[config.mk]
export PLATFORM = sky130hd
export DESIGN_NAME = nor_cmd_decoder
export DESIGN_NICKNAME = d
export VERILOG_FILES = /design/src/rtl/nor_cmd_decoder.sv
export SDC_FILE = /design/constraint.sdc
export NUM_CORES = 1
export LEC_CHECK = 0
export CAP_MARGIN = 20
export CORE_ASPECT_RATIO = 0.5
export CORE_MARGIN = 10
export CORE_UTILIZATION = 58
export DETAILED_ROUTE_END_ITERATION = 7
export DONT_BUFFER_PORTS = 1
export PLACE_DENSITY = 0.85
export SLEW_MARGIN = 20
export SYNTH_ARGS = -nofsm -noshare
export SYNTH_HDL_FRONTEND = slang
export SYNTH_SLANG_ARGS = --single-unit
[constraint.sdc]
create_clock -name clk -period 2.45 [get_ports clk]
set_input_delay 0.3675 -clock clk [delete_from_list [all_inputs] [get_ports clk]]
set_output_delay 0.3675 -clock clk [all_outputs]
set_load 0.005 [all_outputs]
[src/rtl/nor_cmd_decoder.sv]
module nor_cmd_decoder #(
  parameter int ADDR_W    = 20,
  parameter int SECT_BITS = 4,
  parameter int WIN_CYC   = 5_000_000,
  parameter int SUSP_CYC  = 2_000
) (
  input  logic                      clk,
  input  logic                      rst_n,
  input  logic                      bus_cs_n,
  input  logic                      bus_we_n,
  input  logic                      bus_oe_n,
  input  logic [ADDR_W-1:0]         bus_addr,
  input  logic [7:0]                bus_data,
  input  logic                      rd_stb,
  input  logic [(1<<SECT_BITS)-1:0] sect_prot,
  input  logic                      op_done,
  output logic [3:0]                mode,
  output logic [(1<<SECT_BITS)-1:0] sect_mask,
  output logic                      prog_go,
  output logic [ADDR_W-1:0]         op_addr,
  output logic [7:0]                op_data,
  output logic                      erase_go,
  output logic [7:0]                asel_q,
  output logic                      asel_vld
);
  localparam int NSECT = 1 << SECT_BITS;
  localparam int MAXC  = (WIN_CYC > SUSP_CYC) ? WIN_CYC : SUSP_CYC;
  localparam int CW    = $clog2(MAXC + 1);

  typedef enum logic [3:0] {
    M_READ = 4'd0, M_UNLK1 = 4'd1, M_UNLK2 = 4'd2, M_PSET = 4'd3,
    M_ERS1 = 4'd4, M_ERS2 = 4'd5, M_ERS3 = 4'd6, M_WIN = 4'd7,
    M_PROG = 4'd8, M_CHIP = 4'd9, M_SECT = 4'd10, M_SPEND = 4'd11,
    M_SUSP = 4'd12, M_ASEL = 4'd13
  } mode_t;

  mode_t                st;
  logic                 wr_q, in_susp, ers_run;
  logic [ADDR_W-1:0]    alat;
  logic [CW-1:0]        cnt;

  wire                  wr_act = !bus_cs_n && !bus_we_n && bus_oe_n;
  wire                  wr_end = wr_q && !wr_act;
  wire [7:0]            d      = bus_data;
  wire [SECT_BITS-1:0]  sa     = alat[ADDR_W-1 -: SECT_BITS];
  wire [NSECT-1:0]      sa_hot = NSECT'(1) << sa;
  wire                  sa_prot = sect_prot[sa];
  wire                  sa_sel  = sect_mask[sa];
  wire                  all_prot = &sect_prot;
  wire [SECT_BITS-1:0]  rd_sect = bus_addr[ADDR_W-1 -: SECT_BITS];
  mode_t                base;

  assign base = in_susp ? M_SUSP : M_READ;
  assign mode = st;

  always_ff @(posedge clk or negedge rst_n) begin
    if (!rst_n) begin
      wr_q <= 1'b0;
      alat <= '0;
    end else begin
      wr_q <= wr_act;
      if (wr_act && !wr_q) alat <= bus_addr;
    end
  end

  always_ff @(posedge clk or negedge rst_n) begin
    if (!rst_n) begin
      st        <= M_READ;
      in_susp   <= 1'b0;
      ers_run   <= 1'b0;
      cnt       <= '0;
      sect_mask <= '0;
      prog_go   <= 1'b0;
      erase_go  <= 1'b0;
      op_addr   <= '0;
      op_data   <= '0;
      asel_q    <= '0;
      asel_vld  <= 1'b0;
    end else begin
      prog_go  <= 1'b0;
      erase_go <= 1'b0;
      asel_vld <= 1'b0;
      case (st)
        M_READ:  if (wr_end && d == 8'hAA) st <= M_UNLK1;
        M_UNLK1: if (wr_end) st <= (d == 8'h55) ? M_UNLK2 : base;
        M_UNLK2: if (wr_end) begin
          if (d == 8'hA0)                  st <= M_PSET;
          else if (d == 8'h90)             st <= M_ASEL;
          else if (d == 8'h80 && !in_susp) st <= M_ERS1;
          else                             st <= base;
        end
        M_PSET: if (wr_end) begin
          if (sa_prot || (in_susp && sa_sel)) st <= base;
          else begin
            st      <= M_PROG;
            prog_go <= 1'b1;
            op_addr <= alat;
            op_data <= d;
          end
        end
        M_ERS1: if (wr_end) st <= (d == 8'hAA) ? M_ERS2 : M_READ;
        M_ERS2: if (wr_end) st <= (d == 8'h55) ? M_ERS3 : M_READ;
        M_ERS3: if (wr_end) begin
          if (d == 8'h10 && !all_prot) begin
            st        <= M_CHIP;
            sect_mask <= ~sect_prot;
            erase_go  <= 1'b1;
          end else if (d == 8'h30 && !sa_prot) begin
            st        <= M_WIN;
            sect_mask <= sa_hot;
            cnt       <= CW'(WIN_CYC - 1);
          end else st <= M_READ;
        end
        M_WIN: begin
          if (wr_end) begin
            if (d == 8'h30) begin
              if (!sa_prot) begin
                sect_mask <= sect_mask | sa_hot;
                cnt       <= CW'(WIN_CYC - 1);
              end
            end else if (d == 8'hB0) begin
              st      <= M_SUSP;
              in_susp <= 1'b1;
            end else begin
              st        <= M_READ;
              sect_mask <= '0;
            end
          end else if (cnt == '0) begin
            st       <= M_SECT;
            erase_go <= 1'b1;
            ers_run  <= 1'b1;
          end else cnt <= cnt - 1'b1;
        end
        M_PROG: if (op_done) st <= base;
        M_CHIP: if (op_done) begin
          st        <= M_READ;
          sect_mask <= '0;
        end
        M_SECT: begin
          if (op_done) begin
            st        <= M_READ;
            sect_mask <= '0;
            ers_run   <= 1'b0;
          end else if (wr_end && d == 8'hB0) begin
            st  <= M_SPEND;
            cnt <= CW'(SUSP_CYC - 1);
          end
        end
        M_SPEND: begin
          if (cnt == '0) begin
            st      <= M_SUSP;
            in_susp <= 1'b1;
          end else cnt <= cnt - 1'b1;
        end
        M_SUSP: if (wr_end) begin
          if (d == 8'hAA) st <= M_UNLK1;
          else if (d == 8'h30) begin
            st      <= M_SECT;
            in_susp <= 1'b0;
            if (!ers_run) begin
              erase_go <= 1'b1;
              ers_run  <= 1'b1;
            end
          end
        end
        M_ASEL: begin
          if (rd_stb) begin
            asel_vld <= 1'b1;
            asel_q   <= (bus_addr[7:0] == 8'h02) ? {7'd0, sect_prot[rd_sect]} : 8'h00;
          end
          if (wr_end && d == 8'hF0) st <= base;
        end
        default: st <= M_READ;
      endcase
    end
  end
endmodule

==> impl_metrics.env, run 1 <==
export IMPL_outcome="complete, but fails checks"
export IMPL_violations="hold timing, setup timing"
export IMPL_clockBufferDepth=2
export IMPL_synth_fa_ha_area_share_pct=0.386
export IMPL_std_cell_rows=27
export IMPL_synth_top_family_by_area="compound AO/OA/AOI/OAI gates"
export IMPL_synth_edf_count=0
export IMPL_rsz0062_at_grt="yes"
export IMPL_final_area_sq_um=7770
export IMPL_min_period_ps=2480
export IMPL_clk_root_buffer_cell="clkbuf_16"
export IMPL_clk_pin_slew_ps=80
export IMPL_critPathMaxFanout=7
export IMPL_finalMaxSlewViolations=0
export IMPL_fmax_mhz=403
export IMPL_path_cells="buf_4 -> mux2i_2 -> a22oi_2 -> and3_4 -> or3_4 -> a211oi_4 -> buf_6 -> clkbuf_16 -> mux2_4"
export IMPL_cp_top_family="simple AND/OR/NAND/NOR gates"
export IMPL_finClkSkew_ps=10.8
export IMPL_muxShareOfSynthArea_pct=13.4
export IMPL_grt_max_degree=99
export IMPL_synth_simple_area_share_pct=21.4
export IMPL_p_leak_nw=3.21
export IMPL_drc=0
export IMPL_final_hold_violation_count=98
export IMPL_syn_inst=655
export IMPL_setup_ws_ps=-33.0
export IMPL_worst_setup_path_type="reg2reg"
export IMPL_synth_area_per_cell_sq_um=9.89
export IMPL_antenna_found_initial=0
export IMPL_cts_made_buffers=9
export IMPL_setup_violations_final=19
export IMPL_finalWirelength_mm=20.3
export IMPL_dieArea_sq_um=16000
export IMPL_grt_pass1_vias=5645
export IMPL_worstHoldPathType="in2async"
export IMPL_dp_hpwl_mm=14.2
export IMPL_syn_cell_area_sq_um=6470
export IMPL_maxCapViolations=0
export IMPL_worst_slew_pin_slew_ps=674
export IMPL_fin_hold_ws_ps=-293
export IMPL_worstPathRequired_ps=2690
export IMPL_fillers=754
export IMPL_start_kind="flip-flop"
export IMPL_core_area_sq_um=10900
export IMPL_cts_tree="built"
export IMPL_ys_flop_type="dfrtp_1"
export IMPL_grt_use_total_pct=23.9
export IMPL_relSlewSlack_pct=55.1
export IMPL_cp_slowest_cell="dfrtp_2"
export IMPL_r2r_end="op_data[3]"
export IMPL_cts_sinks=98
export IMPL_setup_tns_ps=-327
export IMPL_via_per_inst=6.83
export IMPL_cts_max_level=3
export IMPL_port_buffers=0
export IMPL_yosysWarnings=0
export IMPL_r2r_cells=9
export IMPL_vias=5927
export IMPL_first_pass_iters=5
export IMPL_fin_crit_sh_pct=101
export IMPL_post_layout_nonfiller_instances=868
export IMPL_grt_pass1_wl_mm=31.3
export IMPL_path_buf_inv=3
export IMPL_area_growth_pct=20.0
export IMPL_clock_latency_ps=360
export IMPL_ios=110
export IMPL_yosysSeqAreaShare_pct=37.9
export IMPL_drt_iter0_markers=733
export IMPL_r2r_start="alat[18]"
export IMPL_layout_drive_gt1_share_pct=32.2
export IMPL_yosys_register_bits=98
export IMPL_cpPeakStageDelay_ps=430
export IMPL_die_y_microns=94.7
export IMPL_synth_compound_area_share_pct=21.7
export IMPL_synth_cell_type_count=85
export IMPL_crit_path_end_kind="flip-flop"
export IMPL_crit_cells=9
export IMPL_p_per_area_nw_per_um2=832
export IMPL_place_congestion=0.981
export IMPL_async_reset_ff_share_pct=100
export IMPL_fin_util_pct=71.0
export IMPL_final_antenna_net_count=0
export IMPL_wl_per_cell_microns=23.4
export IMPL_rrSetupSlack_ps=-30
export IMPL_placed_cell_area_sq_um=7130
export IMPL_dieWidth_microns=169
export IMPL_grt_ovfl_total=0
export IMPL_cp_startpoint="alat[18]"
export IMPL_dp_cells=839
export IMPL_yosys_area_share_xor_xnor_pct=0.271
export IMPL_initial_utilization_pct=59.2
export IMPL_cp_arrival_ps=2720
export IMPL_antennaDiodeCount=0
export IMPL_peakVddDrop_mv=0.475
export IMPL_nets=771
worst max-delay path by stage:
| stage | endpoint |
|---|---|
| floorplan | sect_mask[10] |
| CTS | op_addr[4] |
| global route | op_data[0] |
| global placement | cnt[20] |
| finish | op_data[3] |
| detailed placement | op_addr[1] |
Yosys cell counts (all sizes together) (12+ instances only):
master	count	area, sq um
dfrtp	98	2450
mux2	50	563
nor2	48	180
nor3	37	190
nand2	36	138
o21ai	36	195
a211oi	27	295
buf	26	171
nand3	26	135
clkbuf	23	87.6
a21oi	17	88.8
a2bb2oi	17	211
nand2b	17	106
inv	15	56.3
o31ai	13	97.6
nand4	12	75.1
cells by family after synthesis:
family | count (synthesis)
AND/OR/NAND/NOR | 247
buffers and inverters | 65
flip-flops | 98
XOR/XNOR | 2
AO/OA/AOI/OAI | 171
other | 1
multiplexers | 69
adder cells (fa/ha/maj) | 2
where the power goes:
part | switching, mW | internal [mW]
clock | 0.730 | 0.730
sequential | 0.504 | 2.07
combinational | 1.19 | 1.25
total | 2.42 | 4.04
sequential cells by signal, summed over array words and instances, names as in the netlist:
register,cells
mode,4
asel_q,1
asel_vld,1
in_susp,1
prog_go,1
sect_mask,16
ers_run,1
op_addr,20
alat,20
cnt,23
wr_q,1
op_data,8
erase_go,1
metal layers:
layer	part of all wire, %	up-vias	routed length [microns]	GRT usage [%]
li1	-	2608	-	-
met1	40	2907	8120	31.2
met2	47	367	9460	38.2
met3	11	45	2280	7.59
met4	2.0	0	407	5.86
met5	0	-	0	0
timing repair:
action,CTS,global route
setup buffers,7,3
endpoints found under the hold margin,98,98
setup endpoints to repair,31,34
pin swaps,2,5
gates resized for setup,9,39
gates cloned,1,2
layout make-up:
cell class              instances  area, sq um  area share (%)
clock inverters                 7         76.3           0.983
multi-input cells             498         3920            50.5
well taps                     145          181            2.34
clock buffers                   9          225            2.90
repair buffers                 95          847            10.9
flip-flops and latches         98         2450            31.6
inverters                      16         60.1           0.773
cells in the final DEF, fill, tap and decap left out, types with 4 or more instances in the layout:
| cell | instances |
|---|---|
| nor4_1 | 9 |
| a211oi_4 | 4 |
| a21oi_1 | 15 |
| mux4_2 | 9 |
| a211oi_2 | 10 |
| and2_1 | 8 |
| buf_4 | 85 |
| o211a_1 | 4 |
| nand3_1 | 24 |
| mux2i_1 | 7 |
| dfrtp_1 | 96 |
| o22ai_1 | 5 |
| o41ai_1 | 4 |
| or3_1 | 6 |
| o31ai_1 | 13 |
| nand2_1 | 35 |
| inv_1 | 15 |
| buf_12 | 6 |
| mux2_2 | 22 |
| a211oi_1 | 13 |
| o21ai_0 | 34 |
| nand4_1 | 12 |
| mux2_4 | 28 |
| nor2_1 | 46 |
| a22oi_1 | 4 |
| a31oi_1 | 8 |
| a2bb2oi_2 | 10 |
| a2bb2oi_1 | 7 |
| nand2b_1 | 17 |
| o21a_1 | 4 |
| conb_1 | 7 |
| or2b_1 | 4 |
| and3_1 | 7 |
| nor3_1 | 36 |
| nor2b_1 | 8 |
| clkbuf_16 | 11 |
per-stage QoR:
stage                     power (mW)  setup slack, ps
after floorplan                 3.90            -28.5
after global placement          4.67            -92.5
after detailed placement        4.76             -194
after CTS                       6.28             1.99
after global routing            6.78            -76.4
final                           6.46            -33.0
No activity file was read; power rests on OpenSTA's default activity.
==> run 2, diff against run 1 <==
- HOLD_SLACK_MARGIN: not set -> 0.12
==> impl_metrics.env, run 2 (synthesized netlist as in run 1, its figures left out) <==
export IMPL_cts_hold_buf=1
export IMPL_grt_ovfl_total=0
export IMPL_setup_violations_final=20
export IMPL_worstPathRequired_ps=2690
export IMPL_cts_made_buffers=9
export IMPL_fin_crit_sh_pct=101
export IMPL_clockBufferDepth=2
export IMPL_min_period_ps=2490
export IMPL_antennaDiodeCount=0
export IMPL_peakVddDrop_mv=0.475
export IMPL_rsz0062_at_grt="yes"
export IMPL_layout_drive_gt1_share_pct=32.2
export IMPL_grt_use_total_pct=23.9
export IMPL_worst_setup_path_type="reg2reg"
export IMPL_p_total_mw=6.47
export IMPL_die_y_microns=94.7
export IMPL_p_per_area_nw_per_um2=832
export IMPL_top_register="cnt"
export IMPL_p_leak_nw=3.21
export IMPL_fillers=753
export IMPL_start_kind="flip-flop"
export IMPL_final_antenna_net_count=0
export IMPL_finalMaxSlewViolations=0
export IMPL_largestRegisters="cnt x23, alat x20, op_addr x20"
export IMPL_dieArea_sq_um=16000
export IMPL_cp_arrival_ps=2730
export IMPL_critPathMaxFanout=7
export IMPL_cts_sinks=98
export IMPL_dp_hpwl_mm=14.2
export IMPL_initial_utilization_pct=59.2
export IMPL_largest_register_ffs=23
export IMPL_final_common_cell="dfrtp_1"
export IMPL_grt_pass1_vias=5655
export IMPL_layout_common_cells="dfrtp_1 (96), buf_4 (85), nor2_1 (46)"
export IMPL_crit_path_end_kind="flip-flop"
export IMPL_port_buffers=0
export IMPL_area_growth_pct=20.1
export IMPL_worstHoldPathType="in2async"
export IMPL_multiInputGateArea_sq_um=3920
export IMPL_dp_cells=839
export IMPL_place_congestion=0.981
export IMPL_relSlewSlack_pct=54.8
export IMPL_cts_max_level=3
export IMPL_clk_pin_slew_ps=80
export IMPL_nets=772
export IMPL_first_pass_iters=5
export IMPL_post_layout_nonfiller_instances=869
export IMPL_fmax_mhz=402
export IMPL_antenna_found_initial=0
export IMPL_grt_pass1_wl_mm=31.3
export IMPL_outcome="complete, but fails checks"
export IMPL_std_cell_rows=27
export IMPL_fin_util_pct=71.1
export IMPL_wl_per_cell_microns=23.5
export IMPL_final_hold_violation_count=98
export IMPL_setup_ws_ps=-35.1
export IMPL_fin_hold_ws_ps=-294
export IMPL_clk_root_buffer_cell="clkbuf_16"
export IMPL_clock_latency_ps=360
export IMPL_setup_tns_ps=-369
export IMPL_worst_slew_pin_slew_ps=678
export IMPL_vias=5932
export IMPL_finalWirelength_mm=20.4
export IMPL_core_area_sq_um=10900
export IMPL_finClkSkew_ps=10.3
export IMPL_ios=110
export IMPL_grt_max_degree=99
export IMPL_drc=0
export IMPL_dieWidth_microns=169
export IMPL_via_per_inst=6.83
export IMPL_maxCapViolations=0
export IMPL_drt_iter0_markers=766
export IMPL_cts_tree="built"
export IMPL_rrSetupSlack_ps=-40
export IMPL_regArea_sq_um=2450
export IMPL_violations="hold timing, setup timing"
## run 2: final timing paths
kind,start,end,depth (start not counted)
worst max register to register,alat[18],op_data[3],9
worst min register to register,cnt[12],cnt[12],1
worst min-delay path,rst_n,cnt[12],0
worst max-delay path,alat[18],op_data[3],9
max in group asynchronous,rst_n,alat[18],0
min in group clk,bus_addr[19],alat[19],2
## run 2: critical path: stages (launching register included)
cell and delay, ps:
dfrtp_2 430, buf_4 170, mux2i_2 230, a22oi_2 120, and3_4 200, or3_4 380
a211oi_4 170, buf_6 190, clkbuf_16 190, mux2_4 300
## run 2: where the power goes
part | internal (mW) | switching [mW] | leakage (nW)
logic | 1.25 | 1.19 | 1.80
registers | 2.07 | 0.507 | 1.27
clock network | 0.730 | 0.726 | 0.149
## run 2: metal layers
| metal | share of wire, % | vias to the layer above | track usage, % |
|---|---|---|---|
| met5 | 0 | - | 0 |
| met4 | 1.9 | 0 | 5.86 |
| met3 | 11 | 36 | 7.59 |
| met2 | 47 | 361 | 38.3 |
| met1 | 40 | 2927 | 31.2 |
| li1 | - | 2608 | - |
## run 2: through the flow
stage          setup slack [ps]  cell area [sq um]
6_report                  -35.1               7780
5_1_grt                   -76.4               7780
4_1_cts                    1.99               7550
3_5_place_dp               -194               7130
3_3_place_gp              -92.5               7130
2_1_floorplan             -28.5               6510
## run 2: final cells by class
| class | instances | share of cell area [%] |
|---|---|---|
| multi-input combinational | 498 | 50.4 |
| sequential | 98 | 31.6 |
| timing repair buffer | 96 | 11.0 |
| clock buffer | 9 | 2.90 |
| tap | 145 | 2.33 |
| clock inverter | 7 | 0.981 |
| inverter | 16 | 0.772 |
## run 2: repair_timing
| item | CTS | global route |
|---|---|---|
| gates resized for setup | 9 | 39 |
| endpoints found under the setup margin | 31 | 34 |
| gates cloned | 1 | 2 |
| endpoints found under the hold margin | 99 | 98 |
| pin swaps | 2 | 5 |
| setup buffers | 7 | 3 |
==> run 3, diff against run 2 <==
- ABC_AREA: not set -> 1
- CORE_UTILIZATION: 58 -> 59
- PLACE_DENSITY: 0.85 -> 0.87
==> impl_metrics.env, run 3 <==
export IMPL_setup_tns_ps=0
export IMPL_top_register="cnt"
export IMPL_synth_area_leaders="dfrtp_1 (36%), nand2_1 (20%), nand3_1 (10%), nor2_1 (5.3%), inv_1 (4.3%)"
export IMPL_path_cells="inv_1 -> nand2_2 -> nor2_1 -> inv_2 -> nand2_1 -> nand2_1 -> nand2_1 -> nor2_1 -> nand2_1 -> nor2_1 -> nand2_1 -> nand2_1"
export IMPL_critPathMaxFanout=10
export IMPL_largest_register_ffs=23
export IMPL_vias=6778
export IMPL_grt_max_degree=99
export IMPL_first_pass_iters=5
export IMPL_layout_common_cells="nand2_1 (362), nand3_1 (137), dfrtp_1 (97)"
export IMPL_clk_root_buffer_cell="clkbuf_16"
export IMPL_cts_max_level=3
export IMPL_synth_cell_type_count=45
export IMPL_wl_per_cell_microns=16.0
export IMPL_relSlewSlack_pct=47.9
export IMPL_peakVddDrop_mv=0.453
export IMPL_yosysTopAreaCell="dfrtp_1"
export IMPL_path_buf_inv=2
export IMPL_ios=110
export IMPL_wl_met2_mm=9.00
export IMPL_drc=0
export IMPL_cpPeakStageDelay_ps=510
export IMPL_final_antenna_net_count=0
export IMPL_finalMaxSlewViolations=0
export IMPL_rsz0062_at_grt="no"
export IMPL_fin_util_pct=64.9
export IMPL_cts_made_buffers=9
export IMPL_via_per_inst=5.73
export IMPL_top_layer="met4"
export IMPL_maxCapViolations=0
export IMPL_clockBufferDepth=2
export IMPL_area_growth_pct=5.53
export IMPL_yosysSeqAreaShare_pct=35.7
export IMPL_worst_setup_path_type="reg2reg"
export IMPL_fin_hold_ws_ps=-292
export IMPL_synth_area_per_cell_sq_um=6.69
export IMPL_worst_slew_pin_slew_ps=779
export IMPL_fin_crit_sh_pct=87.4
export IMPL_wl_met3_mm=1.71
export IMPL_yosys_register_bits=98
export IMPL_place_congestion=0.973
export IMPL_cp_top_family="simple AND/OR/NAND/NOR gates"
export IMPL_clock_latency_ps=360
export IMPL_antennaDiodeCount=0
export IMPL_p_leak_nw=3.82
export IMPL_cp_common_cell="nand2_1"
export IMPL_ys_flop_type="dfrtp_1"
export IMPL_violations="hold timing"
export IMPL_yosysWarnings=0
export IMPL_syn_inst=1028
export IMPL_cp_arrival_ps=2430
export IMPL_syn_cell_area_sq_um=6880
export IMPL_finClkSkew_ps=13.7
export IMPL_cts_sinks=98
export IMPL_core_area_sq_um=11200
export IMPL_worstHoldPathType="in2async"
export IMPL_route_layer_met1_wl_mm=7.86
export IMPL_cts_tree="built"
export IMPL_port_buffers=0
export IMPL_cp_slowest_cell="dfrtp_1"
export IMPL_final_common_cell="nand2_1"
export IMPL_synthTopCellsByCount="nand2_1 (362), nand3_1 (137), dfrtp_1 (98), nor2_1 (97), inv_1 (79)"
export IMPL_drt_iter0_markers=706
export IMPL_nets=1071
export IMPL_grt_pass1_vias=6344
export IMPL_async_reset_ff_share_pct=100
export IMPL_start_kind="flip-flop"
export IMPL_largestRegisters="cnt x23, alat x20, op_addr x20"
export IMPL_fmax_mhz=467
export IMPL_finalWirelength_mm=18.9
export IMPL_setup_violations_final=0
export IMPL_p_per_area_nw_per_um2=811
export IMPL_outcome="complete, but fails checks"
export IMPL_grt_ovfl_total=0
export IMPL_grt_pass1_wl_mm=32.0
export IMPL_initial_utilization_pct=61.5
export IMPL_final_hold_violation_count=98
export IMPL_layout_drive_gt1_share_pct=10.3
export IMPL_dieArea_sq_um=16600
export IMPL_cts_setup_buffers=0
export IMPL_std_cell_rows=27
export IMPL_synth_most_common_cell="nand2_1"
export IMPL_die_y_microns=96.3
export IMPL_grt_use_total_pct=23.0
export IMPL_antenna_found_initial=0
export IMPL_crit_path_end_kind="flip-flop"
export IMPL_yosys_area_top_type_share_pct=35.7
export IMPL_dp_hpwl_mm=14.4
export IMPL_p_total_mw=5.88
export IMPL_min_period_ps=2140
export IMPL_dieWidth_microns=173
export IMPL_synth_edf_count=0
export IMPL_worstPathRequired_ps=2740
export IMPL_clk_pin_slew_ps=80
run 3: worst reg2reg max path, cell delays in order, from the launching register on:
cell and delay (ps):
dfrtp_1 510, inv_1 110, nand2_2 130, nor2_1 90, inv_2 190, nand2_1 230
nand2_1 140, nand2_1 80, nor2_1 110, nand2_1 150, nor2_1 210, nand2_1 80
nand2_1 50
run 3: per-stage QoR:
| step | setup WS, ps | area (sq um) | instances |
|---|---|---|---|
| detailed placement | 275 | 6950 | 1166 |
| global route | 85.9 | 7260 | 1182 |
| floorplan | 666 | 6900 | 1034 |
| finish | 309 | 7260 | 1182 |
| CTS | 226 | 7260 | 1182 |
| global placement | 318 | 6950 | 1166 |
run 3: where the power goes:
group	internal (mW)	total [mW]	switching [mW]	leakage [nW]
Clock	0.728	1.45	0.717	0.149
Combinational	0.710	2.03	1.32	2.42
Sequential	1.97	2.40	0.437	1.25
Total	3.41	5.88	2.48	3.82
run 3: timing repair:
action                     in CTS  in global routing
gates resized for setup         0                  1
hold endpoints to repair       98                 98
setup endpoints to repair       0                 51
run 3: area by class of cell:
cell class,count,area [sq um]
clock buffer,9,225
timing repair buffer,19,143
clock inverter,7,76.3
multi-input combinational,795,3800
fill,1021,3930
tap,159,199
sequential,98,2450
inverter,95,357
run 3: path summary, 6_finish.rpt:
kind,depth (start not counted),slack (ps),startpoint,endpoint
worst max register to register,12,310,mode[2],mode[0]
worst max-delay path,12,310,mode[2],mode[0]
worst min-delay path,0,-290,rst_n,cnt[11]
min in group clk,2,150,bus_data[3],op_data[3]
worst min register to register,2,500,cnt[0],cnt[0]
max in group asynchronous,0,2600,rst_n,alat[16]
run 3: kinds of logic after synthesis:
group / Yosys count / share of synthesized area [%]
and+or+nand+nor: 675 / 43.6
buffers and inverters: 141 / 9.39
DFF: 98 / 35.7
AOI/OAI and AO/OA: 92 / 7.95
muxes: 15 / 2.46
xor gates and xnor gates: 4 / 0.510
adders and majority gates: 2 / 0.364
other: 1 / 0.0545
run 3: metal layers:
metal,global-route usage (%),up-vias
met5,0,-
met4,6.06,0
met3,5.74,45
met2,40.0,306
met1,28.5,3140
li1,-,3287
